===== src/rtl/pk_pkg.sv =====
package pk_pkg;
   typedef enum logic [1:0] {
      PH_A = 2'd0,
      PH_B = 2'd1,
      PH_C = 2'd2
   } phase_t;

   function automatic phase_t next_phase(input phase_t p);
      case (p)
         PH_A:    return PH_B;
         PH_B:    return PH_C;
         default: return PH_A;
      endcase
   endfunction
endpackage


===== src/rtl/pk_phase_ctr.sv =====
module pk_phase_ctr
   import pk_pkg::*;
(
   input  logic   clk,
   input  logic   rst,
   input  logic   step,
   input  logic   clear,
   output phase_t phase
);
   always_ff @(posedge clk) begin
      if (rst)        phase <= PH_A;
      else if (clear) phase <= PH_A;
      else if (step)  phase <= next_phase(phase);
   end

   assert_phase_legal_R4: assert property (@(posedge clk) disable iff (rst)
      phase != phase_t'(2'd3));
   assert_phase_advance_R4: assert property (@(posedge clk) disable iff (rst)
      (step && !clear) |=> (phase == next_phase($past(phase))));
   assert_flush_home_R5: assert property (@(posedge clk) disable iff (rst)
      clear |=> (phase == PH_A));
endmodule


===== src/rtl/pk_assemble.sv =====
module pk_assemble
   import pk_pkg::*;
#(
   parameter int INSTR_W = 48,
   parameter int HOST_W  = 32
) (
   input  logic               clk,
   input  logic               rst,
   input  logic               go,
   input  logic               clear,
   input  phase_t             phase,
   input  logic [HOST_W-1:0]  host,
   output logic [INSTR_W-1:0] instr,
   output logic               valid
);
   localparam int PART_W = INSTR_W - HOST_W;

   logic [HOST_W-1:0] hold;

   always_ff @(posedge clk) begin
      if (rst) begin
         hold  <= '0;
         instr <= '0;
         valid <= 1'b0;
      end else begin
         valid <= go && (phase != PH_A);
         if (clear) begin
            hold <= '0;
         end else if (go) begin
            case (phase)
               PH_A: hold <= host;
               PH_B: begin
                  instr <= {hold, host[HOST_W-1 -: PART_W]};
                  hold  <= {{PART_W{1'b0}}, host[PART_W-1:0]};
               end
               default: instr <= {hold[PART_W-1:0], host};
            endcase
         end
      end
   end

   assert_emit_after_step_R2: assert property (@(posedge clk) disable iff (rst)
      valid |-> ($past(go) && ($past(phase) != PH_A)));
endmodule


===== src/rtl/pk_split.sv =====
module pk_split
   import pk_pkg::*;
#(
   parameter int INSTR_W = 48,
   parameter int HOST_W  = 32
) (
   input  logic               clk,
   input  logic               rst,
   input  logic               go,
   input  logic               clear,
   input  phase_t             phase,
   input  logic [INSTR_W-1:0] src,
   output logic               take,
   output logic [HOST_W-1:0]  word,
   output logic               valid
);
   localparam int PART_W = INSTR_W - HOST_W;

   logic [HOST_W-1:0] hold;

   assign take = go && (phase != PH_C);

   always_ff @(posedge clk) begin
      if (rst) begin
         hold  <= '0;
         word  <= '0;
         valid <= 1'b0;
      end else begin
         valid <= go;
         if (clear) begin
            hold <= '0;
         end else if (go) begin
            case (phase)
               PH_A: begin
                  word <= src[INSTR_W-1 -: HOST_W];
                  hold <= {{PART_W{1'b0}}, src[PART_W-1:0]};
               end
               PH_B: begin
                  word <= {hold[PART_W-1:0], src[INSTR_W-1 -: PART_W]};
                  hold <= src[HOST_W-1:0];
               end
               default: word <= hold;
            endcase
         end
      end
   end

   assert_take_yields_word_R7: assert property (@(posedge clk) disable iff (rst)
      take |=> valid);
endmodule


===== src/rtl/instr_packer32to48.sv =====
module instr_packer32to48
   import pk_pkg::*;
#(
   parameter int         INSTR_W   = 48,
   parameter int         HOST_W    = 32,
   parameter int         MODE_W    = 2,
   parameter logic [1:0] MODE_CODE = 2'b11
) (
   input  logic               clk,
   input  logic               rst,
   input  logic [MODE_W-1:0]  pack_mode,
   input  logic               wr_en,
   input  logic [INSTR_W-1:0] wr_data,
   input  logic               rd_en,
   input  logic               flush,
   input  logic [INSTR_W-1:0] src_instr,
   output logic               src_take,
   output logic [INSTR_W-1:0] rd_data,
   output logic               rd_valid,
   output logic [INSTR_W-1:0] instr_out,
   output logic               instr_valid,
   output logic [1:0]         status
);
   localparam int PAD_W = INSTR_W - HOST_W;

   generate
      if (2 * INSTR_W != 3 * HOST_W) begin : g_bad_ratio
         $error("packer needs two instructions to fill exactly three host words");
      end
      if (MODE_W < 2) begin : g_bad_mode
         $error("mode input too narrow for the mode code");
      end
   endgenerate

   logic   active, wr_go, rd_go, clr;
   phase_t phase;
   logic [HOST_W-1:0] up_word;

   assign active = (pack_mode == MODE_W'(MODE_CODE));
   assign clr    = active && flush;
   assign wr_go  = active && wr_en && !flush;
   assign rd_go  = active && rd_en && !wr_en && !flush;
   assign status = phase;

   pk_phase_ctr u_phase (
      .clk   (clk),
      .rst   (rst),
      .step  (wr_go || rd_go),
      .clear (clr),
      .phase (phase)
   );

   pk_assemble #(.INSTR_W(INSTR_W), .HOST_W(HOST_W)) u_asm (
      .clk   (clk),
      .rst   (rst),
      .go    (wr_go),
      .clear (clr),
      .phase (phase),
      .host  (wr_data[INSTR_W-1 -: HOST_W]),
      .instr (instr_out),
      .valid (instr_valid)
   );

   pk_split #(.INSTR_W(INSTR_W), .HOST_W(HOST_W)) u_split (
      .clk   (clk),
      .rst   (rst),
      .go    (rd_go),
      .clear (clr),
      .phase (phase),
      .src   (src_instr),
      .take  (src_take),
      .word  (up_word),
      .valid (rd_valid)
   );

   generate
      if (PAD_W > 0) begin : g_pad
         assign rd_data = {up_word, {PAD_W{1'b0}}};
      end else begin : g_nopad
         assign rd_data = up_word;
      end
   endgenerate

   assert_mode_gate_R6: assert property (@(posedge clk) disable iff (rst)
      (pack_mode != MODE_W'(MODE_CODE)) |=> (!instr_valid && !rd_valid && $stable(status)));
   assert_write_wins_R9: assert property (@(posedge clk) disable iff (rst)
      rd_valid |-> $past(rd_en && !wr_en));
   assert_no_take_on_write_R9: assert property (@(posedge clk) disable iff (rst)
      wr_en |-> !src_take);
endmodule


===== config.mk =====
export PLATFORM = sky130hd
export DESIGN_NAME = instr_packer32to48
export DESIGN_NICKNAME = d
export VERILOG_FILES = /design/src/rtl/pk_pkg.sv /design/src/rtl/pk_phase_ctr.sv /design/src/rtl/pk_assemble.sv /design/src/rtl/pk_split.sv /design/src/rtl/instr_packer32to48.sv
export SDC_FILE = /design/constraint.sdc
export NUM_CORES = 1
export LEC_CHECK = 0
export CAP_MARGIN = 20
export CORE_UTILIZATION = 47
export CTS_CLUSTER_SIZE = 16
export DETAILED_ROUTE_END_ITERATION = 12
export PLACE_DENSITY = 0.87
export REMOVE_ABC_BUFFERS = 1
export SLEW_MARGIN = 20
export SYNTH_ARGS = -nofsm -noshare
export SYNTH_HDL_FRONTEND = slang
export SYNTH_SLANG_ARGS = --single-unit

===== constraint.sdc =====
create_clock -name clk -period 2 [get_ports clk]
set_clock_uncertainty 0.05 [all_clocks]
set_input_delay 0.4 -clock clk [delete_from_list [all_inputs] [get_ports clk]]
set_output_delay 0.4 -clock clk [all_outputs]
set_load 0.05 [all_outputs]

==> results of run 1 <==
final timing paths:
path                                    endpoint  depth (start not counted)        startpoint  slack [ns]
worst max register to register    u_asm.instr[5]                          4  u_phase.phase[1]        0.49
worst max-delay path                    rd_valid                          1     u_split.valid        0.04
worst min-delay path             u_asm.instr[23]                          2               rst        0.27
worst min register to register  u_split.hold[25]                          2  u_split.hold[25]        0.42
cell usage after synthesis (all sizes together):
library cell / n
inv: 1
nand2: 32
buf: 63
mux2i: 80
and3b: 1
nor2b: 3
nand2b: 2
nor2: 1
nor3: 2
a31o: 1
nand4bb: 1
o21ai: 98
or3: 1
a211oi: 48
or4: 1
and2: 1
a21oi: 115
o21a: 1
clkbuf: 37
conb: 1
nand3b: 1
dfxtp: 148
nor4bb: 1
nand4: 32
a22o: 32
nand3: 32
report_power, final:
group | switching, mW | internal, mW
sequential | 0.0212 | 2.98
clock | 1.20 | 2.42
combinational | 0.456 | 0.326
total | 1.67 | 5.72
layer usage:
metal  wire length [µm]  share of wire [%]  vias to the layer above  track usage [%]
met3                902                4.8                       58             5.12
met5                  0                  0                        -                0
met4                628                3.3                        0             13.4
met1               7960                 42                     3057             32.6
met2               9490                 50                      237             43.8
li1                   -                  -                     2976                -
layout make-up:
class | instances | area [µm²] | share of cell area, %
sequential | 148 | 2970 | 32.2
multi-input combinational | 502 | 3270 | 35.5
antenna | 1 | 2.50 | 0.0271
clock inverter | 9 | 200 | 2.17
inverter | 1 | 3.75 | 0.0407
clock buffer | 21 | 470 | 5.10
tap | 180 | 225 | 2.44
timing repair buffer | 209 | 2080 | 22.5
state kept, by name (all words and copies together), names as in the netlist:
register and count:
u_asm.hold 32, u_split.word 32, u_split.valid 1, u_phase.phase 2, u_split.hold 32, u_asm.valid 1
u_asm.instr 48
cells by family (layout without fill, tap and decap cells):
kind of cell           after synthesis  in the layout  share of synthesized area [%]
and+or+nand+nor                    111            111                           8.84
muxes                               80             80                           12.0
DFF                                148            148                           44.3
other                                1             17                         0.0561
AOI/OAI and AO/OA                  295            295                           26.6
buffers and inverters              101            240                           8.16
per-stage QoR:
step | area, µm² | hold WS, ns | utilization, % | setup TNS, ns | setup WS (ns)
global route | 9220 | 0.264 | 66.4 | -0.0161 | -0.0161
floorplan | 6200 | 0.400 | - | -438.52 | -4.24
CTS | 9190 | 0.264 | 66.2 | 0 | 0.0144
global placement | 8600 | 0.408 | 61.9 | -2.11 | -0.0529
finish | 9220 | 0.266 | 66.4 | 0 | 0.0386
detailed placement | 8600 | 0.416 | 61.9 | -4.11 | -0.164
what timing repair did:
action,4_1_cts,5_1_grt
pin swaps,1,0
setup buffers,0,1
setup endpoints to repair,66,2
gates resized for setup,65,6
==> out/metrics.yaml, run 1 <==
placement:
  gp_congestion: 0.784
  dp_hpwl_um: 11900
  place_inst: 1039
  port_buffers: 171
clock_tree:
  cts_buffer_depth: 2
  clk_latency_ns: 0.43
  cts_tree: "done"
  cts_buffers: 17
  clock-sinks: 148
  h-tree-depth: 4
  clkSlewWorstSetupHoldPaths_ns: 0.06
  cts-root-buf: "clkbuf_16"
  holdBufCountCts: 0
cells_and_area:
  area_growth_pct: 38.0
  layout_common_cells: "dfxtp_1, a21oi_1, o21ai_0"
  drive_gt1_share_pct: 12.4
  final_common_cell: "dfxtp_1"
  num-fill-cells: 1157
  finalNetCount: 982
  layoutNonFillerInstCount: 1071
grt:
  grt_usage_pct: 26.4
  overflow: 0
  grt_max_degree: 49
  grt_pass1_wl_um: 30400
  grt_pass1_vias: 5998
  antenna_found_initial: 1
critical_path:
  path_cells: "clkdlybuf4s50_1"
  cp_slowest_cell: "clkdlybuf4s50_1"
  endpoint_kind: "primary output"
  critPathRequiredTime_ns: 1.55
  worstPathMaxFanout: 1
  critPathLaunchType: "register"
  critPathMaxStageDelay_ns: 0.79
  crit_type: "reg -> out"
  critPathArrivalTime_ns: 1.51
  path_buf_inv: 1
  cp_top_family: "buffers and inverters"
timing:
  slew_violations: 0
  timing.fmax_ghz: 0.510
  slew-limit-headroom_pct: 64.9
  hold_violations: 0
  setup_viol: 0
  rsz0062_at_grt: "yes"
  post-route-period-util_pct: 98.1
  worstMarginPinSlew_ns: 0.529
  post-route-min-period_ns: 1.96
drt:
  avgViaCountPerCell: 5.91
  drt_iter0_drc: 543
  drt-wirelength-per-cell_um: 17.7
  vias: 6328
  drc: 0
  drt-total-wl_um: 19000
  drtAntennaViolNets: 0
  firstDrtPassIters: 5
yosys:
  synth_top_area_share_pct: 44.3
  syn_area_um2: 6680
  synth-seq-cells: 148
  synth.avg_cell_area_um2: 9.08
  synth_cells: 736
  synth.area.top_cells: "dfxtp_1, mux2i_1, a21oi_1"
  synth_seq_area_share_pct: 44.3
  ys_types: 32
  yosysWarnings: 0
  yosysTopAreaCell: "dfxtp_1"
flow_run:
  maxCapViolCount: 0
die:
  die_w_um: 121
  core_area_um2: 13900
  dieArea_um2: 14700
  die_h_um: 121
  io_pins: 204
  start_util_pct: 48.1
  rows: 43
min_path:
  hp-class: "in -> reg"
pwr:
  power_density_nw_per_um2: 803
  p_total_mw: 7.40
  vdd_ir_drop_max_uv: 538
  power.leakage_nw: 3.74
status:
  status: "complete, no violations"
Note: power is estimated with default switching activity, not from simulation.
==> inputs of run 2 (changes only) <==
CORE_MARGIN = 8   (was unset)
==> run 2 against run 1 <==
- cell area fell by 0.61%
- fmax rose by 0.75%
- global-route usage fell by 4.5 points
- clock power fell by 9.4%
- first-iteration DRC count fell by 1.5%
- combinational power barely moved
- critical endpoint is now src_take
- sequential power barely moved
- register-to-register slack got worse by 0.14 ns
- core utilization fell by 0.41 points
- critical path depth rose by 4
- hold slack improved by 0.15 ns
==> out/metrics.yaml, run 2 (synthesis results as in run 1) <==
critical_path:
  cp_top_family: "buffers and inverters"  # unchanged
  cp_slowest_cell: "dfxtp_4"  # was clkdlybuf4s50_1
  critPathRequiredTime_ns: 1.55  # about the same
  reg2reg_to: "u_phase.phase[1]"  # was u_asm.instr[5]
  critPathMaxStageDelay_ns: 0.37  # was 0.79 ns
  critPathLaunchType: "register"  # unchanged
  path_buf_inv: 3  # was 1
  critPathArrivalTime_ns: 1.50  # was 1.51 ns
  endpoint_kind: "primary output"  # unchanged
  crit_type: "reg -> out"  # unchanged
  reg2reg_depth: 4  # unchanged
  path_cells: "buf_8 > nor2b_1 > nor3_2 > buf_4 > buf_12"  # was clkdlybuf4s50_1
  r2r-start: "u_phase.phase[0]"  # was u_phase.phase[1]
  worstPathMaxFanout: 19  # was 1
  rrSetupSlack_ns: 0.35  # was 0.49 ns
clock_tree:
  clkSlewWorstSetupHoldPaths_ns: 0.06  # about the same
  cts_buffer_depth: 2  # unchanged
  cts_buffers: 17  # unchanged
  h-tree-depth: 4  # unchanged
  cts_tree: "done"  # unchanged
  clock-sinks: 148  # unchanged
  holdBufCountCts: 0  # unchanged
  clk_latency_ns: 0.43  # about the same
  cts-root-buf: "clkbuf_16"  # unchanged
  post-cts-setup-buffers: 0  # unchanged
timing:
  post-route-period-util_pct: 97.3  # was 98.1%
  rsz0062_at_grt: "no"  # was yes
  worstMarginPinSlew_ns: 0.522  # was 0.529 ns
  hold_violations: 0  # unchanged
  post-route-min-period_ns: 1.95  # was 1.96 ns
  slew-limit-headroom_pct: 65.3  # was 64.9%
  worst_slack_ns: 0.0532  # was 0.0386 ns
  holdWs_ns: 0.419  # was 0.266 ns
  timing.fmax_ghz: 0.514  # was 0.510 GHz
  slew_violations: 0  # unchanged
  setup_viol: 0  # unchanged
placement:
  pre_cts_slack_ns: -0.117  # was -0.164 ns
  place_area_um2: 8590  # was 8600 µm²
  gp_congestion: 0.787  # was 0.784
  port_buffers: 171  # unchanged
  dp_hpwl_um: 13200  # was 11900 µm
cells_and_area:
  layout_common_cells: "dfxtp_1, a21oi_1, o21ai_0"  # unchanged
  drive_gt1_share_pct: 13.1  # was 12.4%
  utilization_pct: 66.0  # was 66.4%
  largest_reg_flops: 48  # unchanged
  post-route-cell-area_um2: 9160  # was 9220 µm²
  regMostFlops: "u_asm.instr"  # unchanged
  area_growth_pct: 37.2  # was 38.0%
  final_common_cell: "dfxtp_1"  # unchanged
  antennaDiodeCount: 0  # was 1
  finalNetCount: 978  # was 982
min_path:
  min_path_cells: 1  # was 2
  hold-path-endpoint: "u_split.word[31]"  # was u_asm.instr[23]
  holdCritStartpoint: "u_split.word[31]"  # was rst
  hp-class: "reg -> reg"  # was in -> reg
grt:
  grt_pass1_vias: 6367  # was 5998
  grt_max_degree: 59  # was 49
  overflow: 0  # unchanged
  grt_usage_pct: 21.9  # was 26.4%
  grt_pass1_wl_um: 32500  # was 30400 µm
  antenna_found_initial: 0  # was 1
drt:
  drt_iter0_drc: 535  # was 543
  drc: 0  # unchanged
  drt-wirelength-per-cell_um: 19.0  # was 17.7 µm
  drt-total-wl_um: 20200  # was 19000 µm
  vias: 6289  # was 6328
  drtAntennaViolNets: 0  # unchanged
  avgViaCountPerCell: 5.89  # was 5.91
  firstDrtPassIters: 6  # was 5
pwr:
  p_total_mw: 7.06  # was 7.40 mW
  power.leakage_nw: 3.71  # was 3.74 nW
  power_density_nw_per_um2: 770  # was 803 nW/µm²
  vdd_ir_drop_max_uv: 642  # was 538 µV
die:
  rows: 43  # unchanged
  start_util_pct: 48.1  # unchanged
  die_w_um: 135  # was 121 µm
  die_h_um: 135  # was 121 µm
  core_area_um2: 13900  # unchanged
  io_pins: 204  # unchanged
  dieArea_um2: 18300  # was 14700 µm²
status:
  status: "complete, no violations"  # unchanged
flow_run:
  maxCapViolCount: 0  # unchanged
==> run 2: cell types whose count changed in the layout (fill, tap and decap cells not counted), sizes merged <==
cell / change
diode: -1
buf: +4
dlygate4sd2: -6
bufinv: -3
clkbuf: +1
clkinvlp: -1
clkinv: +4
dlymetal6s2s: +1
clkdlybuf4s50: -3
==> run 2: metal layers <==
| metal | vias up | routed length [µm] | GRT usage [%] |
|---|---|---|---|
| li1 | 2972 | - | - |
| met1 | 3031 | 7990 | 25.0 |
| met2 | 235 | 10300 | 37.1 |
| met3 | 51 | 1190 | 4.82 |
| met4 | 0 | 783 | 12.3 |
| met5 | - | 0 | 0 |
==> run 2: how the worst max path moves through the flow <==
stage / from / endpoint / slack [ns] / depth (start not counted)
floorplan: u_phase.phase[1] / u_split.hold[16] / -4.24 / 3
global placement: wr_en / src_take / -0.11 / 5
detailed placement: flush / src_take / -0.12 / 5
CTS: u_split.valid / rd_valid / 0.001 / 1
global route: u_phase.phase[1] / src_take / 0.008 / 5
finish: u_phase.phase[1] / src_take / 0.05 / 5
==> run 2: cell type report <==
cell class	instances	area, µm²
fill	1145	4720
timing repair buffer	205	2080
clock inverter	9	126
multi-input combinational	502	3280
tap	180	225
inverter	1	3.75
sequential	148	2970
clock buffer	22	484
==> run 2: metrics by stage <==
stage | cells | TNS, ns
finish | 1067 | 0
global route | 1067 | 0
CTS | 1067 | 0
detailed placement | 1036 | -4.44
global placement | 1036 | -1.68
floorplan | 651 | -438.52
==> run 2: power by group <==
part / total [mW] / switching, mW / internal, mW
clock: 3.28 / 1.20 / 2.08
sequential: 3.00 / 0.0207 / 2.98
combinational: 0.780 / 0.455 / 0.325
total: 7.06 / 1.68 / 5.38
==> run 2: repair_timing <==
item	CTS	global route
setup endpoints to repair	57	3
cloned	0	0
resized for setup	61	6
hold endpoints to repair	0	0
pin swaps	0	0
